**config.mk**
```make
export PLATFORM = sky130hd
export DESIGN_NAME = lane_demux
export DESIGN_NICKNAME = d
export VERILOG_FILES = /design/src/rtl/ldmx_pkg.sv /design/src/rtl/ldmx_sync_edge.sv /design/src/rtl/ldmx_lane_ctrl.sv /design/src/rtl/ldmx_lane_store.sv /design/src/rtl/lane_demux.sv
export SDC_FILE = /design/constraint.sdc
export NUM_CORES = 1
export LEC_CHECK = 0
export CAP_MARGIN = 5
export CELL_PAD_IN_SITES_DETAIL_PLACEMENT = 2
export CELL_PAD_IN_SITES_GLOBAL_PLACEMENT = 2
export CORE_MARGIN = 2
export CORE_UTILIZATION = 34
export DETAILED_ROUTE_END_ITERATION = 10
export GPL_TIMING_DRIVEN = 0
export PLACE_DENSITY_LB_ADDON = 0.1
export SLEW_MARGIN = 20
export SYNTH_ARGS = -nofsm -noshare
export SYNTH_HDL_FRONTEND = slang
export SYNTH_SLANG_ARGS = --single-unit
```
**constraint.sdc**
```tcl
create_clock -name clk -period 3 [get_ports clk]
set_clock_uncertainty 0.2 [all_clocks]
set_input_delay 0.6 -clock clk [delete_from_list [all_inputs] [get_ports clk]]
set_output_delay 0.6 -clock clk [all_outputs]
set_load 0.05 [all_outputs]
```
**src/rtl/ldmx_pkg.sv**
```systemverilog
package ldmx_pkg;

    // Grouping ratio held by the lane controller.
    typedef enum logic {
        RATIO_NARROW = 1'b0,
        RATIO_WIDE   = 1'b1
    } ratio_e;

    // Registered history of the realignment request.
    typedef struct packed {
        logic req;
        logic prev;
    } edge_st_t;

endpackage

```
**src/rtl/ldmx_sync_edge.sv**
```systemverilog
module ldmx_sync_edge
    import ldmx_pkg::*;
(
    input  logic clk,
    input  logic rst_n,
    input  logic req_i,
    output logic pulse_o
);

    edge_st_t st_d, st_q;

    always_comb begin
        st_d      = st_q;
        st_d.req  = req_i;
        st_d.prev = st_q.req;
    end

    always_ff @(posedge clk or negedge rst_n) begin
        if (!rst_n) begin
            st_q <= '0;
        end else begin
            st_q <= st_d;
        end
    end

    // High for one cycle after the request is first seen high.
    assign pulse_o = st_q.req & ~st_q.prev;

endmodule

```
**src/rtl/ldmx_lane_ctrl.sv**
```systemverilog
module ldmx_lane_ctrl
    import ldmx_pkg::*;
#(
    parameter int LANES = 8,
    parameter int CNT_W = $clog2(LANES)
) (
    input  logic             clk,
    input  logic             rst_n,
    input  logic             realign_i,
    input  logic             ratio_i,
    output logic [CNT_W-1:0] lane_o,
    output logic             load_o,
    output logic             ready_o,
    output logic             wide_o
);

    localparam logic [CNT_W-1:0] LAST_WIDE   = CNT_W'(LANES - 1);
    localparam logic [CNT_W-1:0] LAST_NARROW = CNT_W'(LANES / 2 - 1);

    typedef struct packed {
        logic [CNT_W-1:0] cnt;
        ratio_e           mode;
        logic             ready;
    } ctrl_st_t;

    ctrl_st_t         st_d, st_q;
    ratio_e           mode_eff;
    logic [CNT_W-1:0] lane_eff;
    logic [CNT_W-1:0] lane_last;
    logic             load;

    always_comb begin
        st_d      = st_q;
        mode_eff  = realign_i ? ratio_e'(ratio_i) : st_q.mode;
        lane_eff  = realign_i ? '0 : st_q.cnt;
        lane_last = (mode_eff == RATIO_WIDE) ? LAST_WIDE : LAST_NARROW;
        load      = (lane_eff == lane_last);
        st_d.mode  = mode_eff;
        st_d.ready = load;
        st_d.cnt   = load ? '0 : lane_eff + CNT_W'(1);
    end

    always_ff @(posedge clk or negedge rst_n) begin
        if (!rst_n) begin
            st_q.cnt   <= '0;
            st_q.mode  <= RATIO_WIDE;
            st_q.ready <= 1'b0;
        end else begin
            st_q <= st_d;
        end
    end

    assign lane_o  = lane_eff;
    assign load_o  = load;
    assign ready_o = st_q.ready;
    assign wide_o  = (st_q.mode == RATIO_WIDE);

endmodule

```
**src/rtl/ldmx_lane_store.sv**
```systemverilog
module ldmx_lane_store #(
    parameter int WORD_W   = 10,
    parameter int NAP_BITS = 2,
    parameter int LANES    = 8,
    parameter int CNT_W    = $clog2(LANES)
) (
    input  logic                    clk,
    input  logic                    rst_n,
    input  logic [WORD_W-1:0]       word_i,
    input  logic [CNT_W-1:0]        lane_i,
    input  logic                    load_i,
    input  logic                    nap_i,
    output logic [LANES*WORD_W-1:0] lanes_o
);

    typedef logic [WORD_W-1:0] word_t;

    function automatic word_t calc_up_mask();
        word_t m;
        for (int i = 0; i < WORD_W; i++) begin
            m[i] = (i >= WORD_W - NAP_BITS);
        end
        return m;
    endfunction

    localparam word_t UP_MASK = calc_up_mask();

    typedef struct packed {
        word_t [LANES-1:0] stage;
        word_t [LANES-1:0] outb;
    } store_st_t;

    store_st_t st_d, st_q;
    store_st_t raw;

    // Retain the idle bits from the old value while napping.
    function automatic word_t freeze(word_t nxt, word_t cur, logic nap);
        return nap ? ((cur & UP_MASK) | (nxt & ~UP_MASK)) : nxt;
    endfunction

    always_comb begin
        raw = st_q;
        for (int l = 0; l < LANES; l++) begin
            if (CNT_W'(l) == lane_i) begin
                if (load_i) begin
                    raw.outb[l] = word_i;
                end else begin
                    raw.stage[l] = word_i;
                end
            end else if (load_i && (CNT_W'(l) < lane_i)) begin
                raw.outb[l] = st_q.stage[l];
            end
        end
        st_d = raw;
        for (int l = 0; l < LANES; l++) begin
            st_d.stage[l] = freeze(raw.stage[l], st_q.stage[l], nap_i);
            st_d.outb[l]  = freeze(raw.outb[l], st_q.outb[l], nap_i);
        end
    end

    always_ff @(posedge clk or negedge rst_n) begin
        if (!rst_n) begin
            st_q <= '0;
        end else begin
            st_q <= st_d;
        end
    end

    for (genvar g = 0; g < LANES; g++) begin : g_lane_out
        assign lanes_o[g*WORD_W +: WORD_W] =
            nap_i ? (st_q.outb[g] & ~UP_MASK) : st_q.outb[g];
    end

endmodule

```
**src/rtl/lane_demux.sv**
```systemverilog
module lane_demux #(
    parameter int WORD_W   = 10,
    parameter int NAP_BITS = 2,
    parameter int LANES    = 8
) (
    input  logic                    clk,
    input  logic                    rst_n,
    input  logic [WORD_W-1:0]       din,
    input  logic                    ratio_sel,
    input  logic                    sync_req,
    input  logic                    upper_nap,
    output logic [LANES*WORD_W-1:0] dout,
    output logic                    dready
);

    localparam int CNT_W = $clog2(LANES);

    logic             realign;
    logic [CNT_W-1:0] lane_sel;
    logic             bank_load;
    logic             mode_wide;

    ldmx_sync_edge u_edge (
        .clk     (clk),
        .rst_n   (rst_n),
        .req_i   (sync_req),
        .pulse_o (realign)
    );

    ldmx_lane_ctrl #(
        .LANES (LANES),
        .CNT_W (CNT_W)
    ) u_ctrl (
        .clk       (clk),
        .rst_n     (rst_n),
        .realign_i (realign),
        .ratio_i   (ratio_sel),
        .lane_o    (lane_sel),
        .load_o    (bank_load),
        .ready_o   (dready),
        .wide_o    (mode_wide)
    );

    ldmx_lane_store #(
        .WORD_W   (WORD_W),
        .NAP_BITS (NAP_BITS),
        .LANES    (LANES),
        .CNT_W    (CNT_W)
    ) u_store (
        .clk     (clk),
        .rst_n   (rst_n),
        .word_i  (din),
        .lane_i  (lane_sel),
        .load_i  (bank_load),
        .nap_i   (upper_nap),
        .lanes_o (dout)
    );

endmodule

```
Word level (Yosys, flattened, before mapping)
Index checks and enable logic that the tools add are counted.

Bits in registers: 167. Input port bits: 15. Output and inout bits: 81. Word-level logic and storage cells: 190.

Add/subtract/negate cells: 1. Order comparisons: 8. Equal/unequal tests: 17. Mux-type cells: 68. Bitwise logic cells: 18. Reduce and logical (&&, ||, !) cells: 41.

Operators by type and width (number): 10-bit two-way mux (64); 10-bit by 8-bit OR with 10-bit output (16); 2-bit AND reduction (16); 3-bit by 2-bit inequality test with 1-bit output (second input constant) (8); 3-bit nonzero test (8); 2-bit nonzero test (8); 3-bit == test (first input constant) (4); 3-bit < comparator (first input constant) (4); 3-bit two-way mux (3); 1-bit logical AND (8); 2-bit by 3-bit == test with 1-bit output (first input constant) (2); 1-bit by 3-bit < comparator with 1-bit output (first input constant) (2); 2-bit by 3-bit < comparator with 1-bit output (first input constant) (2); 3-bit by 1-bit adder with 3-bit output (second input constant) (1); 1-bit by 3-bit == test with 1-bit output (first input constant) (1); 3-bit == test (1); 3-bit zero test (1); 2-bit inequality test (second input constant) (1); 1-bit AND (1); 1-bit two-way mux (1); 1-bit NOT (1).

Logic depth before layout (Yosys ltp)
Gate-level depths: netlist of run 1.

Depth in word-level cells: 10. Depth in mapped cells: 12. Gate-level depth less buffers: 8.

By module
A second synthesis of run 1 with hierarchy kept.

Cell total of the unflattened synthesis: 629. Area, all modules: 7521.0 µm².

By module, submodules not included: ldmx_lane_store (times used 1, cells an instance 607, area an instance 7226.9 µm², seq. area each 3753.6 µm²); ldmx_lane_ctrl (times used 1, cells an instance 19, area an instance 230.2 µm², seq. area each 126.4 µm²); ldmx_sync_edge (times used 1, cells an instance 3, area an instance 63.8 µm², seq. area each 50.0 µm²).

Worst setup path before layout of run 1
No wires, ideal clock.

Path type: reg2reg. From: register u_edge.st_q[0] in the netlist's numbering. To: register u_store.st_q[148] in the netlist's numbering. Setup time: 0.125 ns. Data arrival time: 2.447 ns. Required time: 2.675 ns. Setup slack: 0.228 ns. Stages on the path, launching flop included: 10. Path buffers: 3. Clock period less this slack: 2.772 ns. Cell sequence: dfrtp_1 -> nand2b_1 -> buf_2 -> buf_2 -> and2_1 -> ha_1 -> buf_2 -> a2111oi_4 -> and2b_1 -> mux2_2.

Longest elaborated chain between the ends: 7. Elaborated cells on any way between the ends: 10. Classes of those cells: eq/ne (3); mux (3); bitwise (2); reduce/logical (2).

RTL lines: from (decl) (RTL line ldmx_sync_edge.sv:10) `edge_st_t st_d, st_q;`; from (signal assigned) (RTL line ldmx_sync_edge.sv:22) `st_q <= st_d;`; 1-bit NOT * (RTL line ldmx_sync_edge.sv:27) `assign pulse_o = st_q.req & ~st_q.prev;`; 1-bit AND * (RTL line ldmx_sync_edge.sv:27); 1-bit two-way mux (RTL line ldmx_lane_ctrl.sv:34) `mode_eff = realign_i ? ratio_e'(ratio_i) : st_q.mode;`; 3-bit two-way mux (RTL line ldmx_lane_ctrl.sv:36) `lane_last = (mode_eff == RATIO_WIDE) ? LAST_WIDE : LAST_NARROW;`; 3-bit == test (RTL line ldmx_lane_ctrl.sv:37) `load = (lane_eff == lane_last);`; 2-bit inequality test (no source line); 2-bit AND reduction (no source line) *; to (signal assigned) (RTL line ldmx_lane_store.sv:65) `st_q <= st_d;`; to (decl) (RTL line ldmx_lane_store.sv:33) `store_st_t st_d, st_q;`.

Every way passes the cells marked *; elsewhere a longest branch is shown, timed or not. A chain may end at the register's enable or synchronous reset.

Worst setup path after layout of run 1
From: register u_edge.st_q[0] in the netlist's numbering. To: register u_store.st_q[116] in the netlist's numbering.

Longest elaborated chain between the ends: 9. Elaborated cells on any way between the ends: 11. Classes of those cells: eq/ne (2); mux (6); bitwise (3).

RTL lines: 1-bit NOT * (RTL line ldmx_sync_edge.sv:27); 1-bit AND * (RTL line ldmx_sync_edge.sv:27); 1-bit two-way mux (RTL line ldmx_lane_ctrl.sv:34); 3-bit two-way mux (RTL line ldmx_lane_ctrl.sv:36); 3-bit == test (RTL line ldmx_lane_ctrl.sv:37); 10-bit two-way mux (RTL line ldmx_lane_store.sv:45) `if (load_i) begin`; 10-bit two-way mux * (RTL line ldmx_lane_store.sv:44) `if (CNT_W'(l) == lane_i) begin`; 10-bit by 8-bit OR with 10-bit output (RTL line ldmx_lane_store.sv:38) `return nap ? ((cur & UP_MASK) | (nxt & ~UP_MASK)) : nxt;`; 10-bit two-way mux * (RTL line ldmx_lane_store.sv:38).

Every way passes the cells marked *; elsewhere a longest branch is shown, timed or not. The select of a mux whose other input is x is not followed.

==> metrics, run 1 <==
status=completed; IO Count=96; Max Clk Rate=341 MHz; antenna viol nets, final=0; commonest cells in the synthesized netlist=156 x dfrtp_1, 90 x mux2_2, 64 x buf_4, 40 x nand2_1, 26 x clkbuf_1; dpl cell area=8830 sq um; Root Driver=clkbuf_16; Worst Path Required=3.11 ns; share of layout cells above drive strength 1=34.1%; syn nets=640; met3 WL=750 um; largest family of logic cells by synthesized area=multiplexers; Adder-Cell Fraction of Synth Area=0.334%; Tcrit/Tclk final=97.7%; drt via density=5.27; Detailed Routing Iterations Pass 1=4; DR top layer=met4; Hold Fails Final Rpt=0; share of flip-flops with an asynchronous set or reset=100%; R2R Path Start=u_edge.st_q[0]; CP endpoint kind=flop; Pwr Density=1110 nW/um^2; Final Instance Area=9730 sq um; CTS sink count=roughly 160; Die Y-Extent=153 um; Vias=approximately 5500; fin worst setup slack=0.0686 ns; Post-Synth XOR/XNOR Area=0.217%; Core Rows=54; Slew headroom=36.2%; Primary FF master, synth=dfrtp_1; initial antenna violation count=0; critical path class=flop to flop; ANT cells=0; # setup viols final=0; Leak=0.00440 uW; pre-CTS setup slack=-0.741 ns; Iter 0 DRT Violations=241; worst path arrival time=roughly 3 ns; register area share after synthesis=52.4%; clock latency at the later pin of the worst-skew pair=0.43 ns; synth warn=0; synth top area cells=dfrtp_1 52%, mux2_2 14%, buf_4 6.4%; CORE AREA=between 20000 and 25000 sq um; Synth Area in Compound Gates=about 13%; most common cell in the netlist=dfrtp_1; grt ovf=0; TritonCTS clock tree=done; slowest stage cell on the critical path=or3_4; Worst path max stage delay=0.39 ns; critical path, cell by cell=nand2b_1, buf_4, buf_4, and2_4, ha_4, nor4bb_4, a31oi_2, inv_2, or3_4, buf_6, mux2_4; met2 wire length=12300 um; Synth Area in Simple Gates=8.45%; Placer Congestion=0.851; Worst VDD drop=roughly 0.51 mV; CP most frequent cell=buf_4; global-route wire length before repair=37400 um; Routed Wire Length=24000 um; RSZ-0062 raised after global routing=no; Cell Area, Synth=7500 sq um; Synth cell types=just under 60; CTS clock-pin slew for the worst setup and hold paths=roughly 0.060 ns; largest net degree at the start of global routing=93; Area Overhead vs Synth=29.6%; Slew @ Worst Pin=0.956 ns; vias in the first global route=6151; fin cells=about 1000; Post-synth EDFFs=0; syn_area_per_cell=12.0 sq um; dpl cells=~1000; final core occ=44.7%; CP max FO=10; max cap viols=0; hold_sp=u_edge.st_d[0]; Mapped Cells=623; Metal-1 WL=10700 um; Chip Width=153 um; IO buf count=94; register bit total from synthesis=157; DRC=0; CP startpoint=u_edge.st_q[0]; die area=23300 sq um; multiplexer area fraction after synthesis=15.8%; Nets=about 770; Tot GR Track Use=21.0%; final max-slew violation count=0; Worst Hold Class=flop to flop; htree depth=4; post-route minimum period=2.93 ns; total CTS buffers=17; largest area contributor in the netlist=dfrtp_1; clock buffer depth=2; Synth top area share=52.0%; Starting Density=34.5%; HPWL reported at the end of detailed placement=15900 um; Startpoint Class=flop; wire per inst=23.0 um
## repair_timing
item | 4_1_cts | 5_1_grt
setup buffers | 11 | 2
hold endpoints to repair | 65 | 0
setup endpoints to repair | 165 | 101
gates resized for setup | 35 | 21
pin swaps | 3 | 0
hold buffers | 1 | 0
gates cloned | 0 | 0
## cell type report
cell class	count	area, sq um
Clock inverter	10	163
Fill cell	2178	12000
Tap cell	280	350
Buffer	107	714
Timing Repair Buffer	109	1080
Multi-Input combinational cell	349	3000
Sequential cell	157	3930
Inverter	9	37.5
Clock buffer	22	454
## state kept, by name, indices dropped and copies added (netlist names)
register        count
u_edge.st_q         1
u_ctrl.st_q         3
u_store.st_q      150
u_ctrl.ready_o      1
u_edge.st_d         1
u_ctrl.wide_o       1
## worst max-delay path: cells and delay by family (launching register included)
family | cells | cell delay, ns
adders and majority gates | 1 | 0.18
AOI/OAI and AO/OA | 1 | 0.19
and+or+nand+nor | 4 | 0.88
buffers and inverters | 4 | 0.67
DFF | 1 | 0.38
muxes | 1 | 0.30
## routing by layer
layer  up-vias  global-route usage, %
met1      2919                   28.1
met4         0                   5.86
li1       2447                      -
met2       116                   35.5
met3        15                   3.21
met5         -                      0
## power breakdown
part,internal (uW),switching (uW)
combinational,2190,2750
clock,1420,904
sequential,3040,538
total,6650,4190
## stage by stage
step | TNS (ns) | total power [uW] | hold WS [ns]
floorplan | 0 | 6970 | 0.104
global placement | -853.55 | 8220 | 0.200
detailed placement | -43.03 | 8420 | 0.218
CTS | 0 | 10900 | 0.259
global route | 0 | 11400 | 0.296
finish | 0 | 10800 | 0.271
## cell usage in the layout, fill, tap and decap left out, types with 3 or more instances in the layout
master             n
clkdlybuf4s50_1   88
clkbuf_2           6
buf_6              4
a21o_1            17
mux2_2            90
clkinvlp_4         3
a32o_1            12
nand2_1           37
inv_1              7
o2bb2ai_1          4
or3_1              3
o22ai_1            9
bufinv_16          4
clkbuf_16         17
buf_4             83
a21oi_1           12
o31ai_1            3
a211oi_1           3
a221o_1            8
mux2_4            10
a2bb2oi_1         11
nor3_4             4
dlygate4sd2_1      4
buf_2              7
and3_1             9
nand3_1           16
dfrtp_1          156
a41oi_1            8
nor3_1             3
clkbuf_1          22
nor2_1             9
a22o_1            16
o21ai_0            5
nor2b_1           16
## final timing paths
path / end / slack, ns / cells past startpoint
hold / removal: u_edge.st_q[0] / 0.27 / 0
hold reg to reg: u_edge.st_q[0] / 0.27 / 0
max in group asynchronous: u_store.st_q[129] / 1.19 / 3
setup / recovery: u_store.st_q[116] / 0.07 / 11
min in group asynchronous: u_store.st_q[33] / 0.52 / 2
setup reg to reg: u_store.st_q[116] / 0.07 / 11
## logic make-up after synthesis
group | Yosys count
fa+ha+maj | 2
mux | 102
flops | 157
simple gates | 120
compound gates | 124
buf+inv | 117
xor+xnor | 1
Power figures use the tool's default switching activity.
==> run 2, diff against run 1 <==
CORE_UTILIZATION = 35   (was 34)
CTS_BUF_LIST = sky130_fd_sc_hd__clkbuf_8   (was not set)
==> run 2 against run 1 <==
Combinational power hardly changed; first-iteration DRC count decreased by 6.6%; worst setup slack improved by 0.062 ns; largest power group unchanged.
==> metrics, run 2 (synthesis gave the netlist of run 1 again) <==
Tcrit/Tclk final=95.6%; Hold Fails Final Rpt=0; Nets=762; worst hold path depth=0; CORE AREA=between 20000 and 25000 sq um; final max-slew violation count=0; Routed Wire Length=23000 um; Detailed Routing Iterations Pass 1=4; worst path arrival time=3.03 ns; fin worst setup slack=0.131 ns; CP endpoint kind=flop; largest registers=u_store.st_q: 150 flops, u_ctrl.st_q: 3 flops; drt via density=around 5.4; IO Count=96; CTS sink count=157; RSZ-0062 raised after global routing=no; Iter 0 DRT Violations=225; largest net degree at the start of global routing=96; hold_sp=u_edge.st_d[0]; Chip Width=150 um; Worst path max stage delay=0.39 ns; Startpoint Class=flop; status=completed; Slew headroom=40.3%; Die Y-Extent=150 um; vias in the first global route=6218; Root Driver=clkbuf_8; Pwr Density=1070 nW/um^2; DRC=0; critical path class=flop to flop; post-route setup TNS=0 ns; final core occ=45.0%; Core Rows=53; Leak=0.00427 uW; CP max FO=10; R2R depth=11; most frequent cells in the layout=156 x dfrtp_1, 90 x mux2_2, 89 x clkdlybuf4s50_1, 74 x buf_4, 38 x nand2_1; clock latency at the later pin of the worst-skew pair=roughly 0.47 ns; total CTS buffers=17; R2R Path Start=u_edge.st_q[0]; TritonCTS clock tree=done; HPWL reported at the end of detailed placement=15800 um; htree depth=4; Starting Density=35.7%; post-route minimum period=~2.9 ns; pre-CTS setup slack=-0.643 ns; slowest stage cell on the critical path=dfrtp_1; max reg flops=150; Worst VDD drop=0.544 mV; IO buf count=94; # setup viols final=0; clock buffer depth=2; Tot GR Track Use=21.5%; most common cell after layout, fill and taps aside=dfrtp_1; Max Clk Rate=349 MHz; Worst Hold Class=flop to flop; CTS clock-pin slew for the worst setup and hold paths=0.09 ns; wire per inst=roughly 22 um; hold slack=0.251 ns; fill count=between 2000 and 2500; initial antenna violation count=0; Reg with most FFs=u_store.st_q; Slew @ Worst Pin=around 0.89 ns; Final Instance Area=9460 sq um; flop2flop setup slack=about 0.13 ns; Area Overhead vs Synth=26.1%; RR Endpoint=u_store.st_q[4]; Placer Congestion=0.812; global-route wire length before repair=around 36000 um; share of layout cells above drive strength 1=34.0%; die area=22600 sq um; Worst Hold Path EP=u_edge.st_q[0]; grt ovf=0; Worst Path Required=3.16 ns; max cap viols=0; antenna viol nets, final=0; Vias=5544; critical path, cell by cell=nand2b_1, buf_6, buf_6, and2_4, inv_1, ha_2, inv_1, a31o_2, buf_2, a32o_1, mux2_2; ANT cells=0; dpl cell area=8830 sq um
## run 2: changes by cell type in the layout (fill, tap and decap cells not counted), sizes merged
cell           before  now
clkinvlp            3    0
clkinv              3    5
dlymetal6s2s        1    0
clkdlybuf4s50      88   89
buf                97   92
bufinv              4    2
inv                 9   16
clkbuf             47   43
## run 2: per-layer routing
metal,GRT usage (%),part of all wire (%),up-vias
li1,-,-,2441
met1,28.1,43,2956
met2,37.3,51,124
met3,3.15,3.8,23
met4,5.71,1.2,0
met5,0,0,-
## run 2: how the worst max path moves through the flow
stage,endpoint,from,slack [ns]
detailed placement,u_store.st_q[56],u_edge.st_d[0],-0.64
CTS,u_store.st_q[115],u_edge.st_q[0],0.02
finish,u_store.st_q[4],u_edge.st_q[0],0.13
global route,u_store.st_q[115],u_edge.st_q[0],0.03
global placement,u_store.st_q[11],rst_n,-5.31
floorplan,u_store.st_q[148],u_edge.st_q[0],0.23
## run 2: final cells by class
class | count | area, sq um | area share, %
clock buffers | 18 | 248 | 2.62
flip-flops and latches | 157 | 3930 | 41.5
plain buffers | 107 | 707 | 7.47
repair buffers | 104 | 1050 | 11.1
multi-input cells | 349 | 2990 | 31.6
well taps | 275 | 344 | 3.64
inverters | 9 | 33.8 | 0.357
clock inverters | 14 | 156 | 1.65
## run 2: critical path, delay by kind of cell, from the launching register on
family / cells / cell delay [ns]
compound gates: 2 / 0.55
fa+ha+maj: 1 / 0.26
buf+inv: 5 / 0.75
flops: 1 / 0.39
mux: 1 / 0.26
simple gates: 2 / 0.33
## run 2: repair_timing
action,in CTS,in global routing
hold buffers,1,0
pin swaps,5,0
hold endpoints to repair,62,0
endpoints found under the setup margin,152,90
resized for setup,32,14
setup buffers,7,1
## run 2: per-stage QoR
stage | cells | power (uW)
floorplan | 623 | 6970
global placement | 992 | 8230
detailed placement | 993 | 8430
CTS | 1032 | 10200
global route | 1033 | 10700
finish | 1033 | 10100
## run 2: where the power goes
| group | switching (uW) | internal (uW) | total (uW) |
|---|---|---|---|
| Clock | 891 | 781 | 1670 |
| Sequential | 528 | 3030 | 3560 |
| Combinational | 2740 | 2170 | 4910 |
| Total | 4160 | 5990 | 10100 |
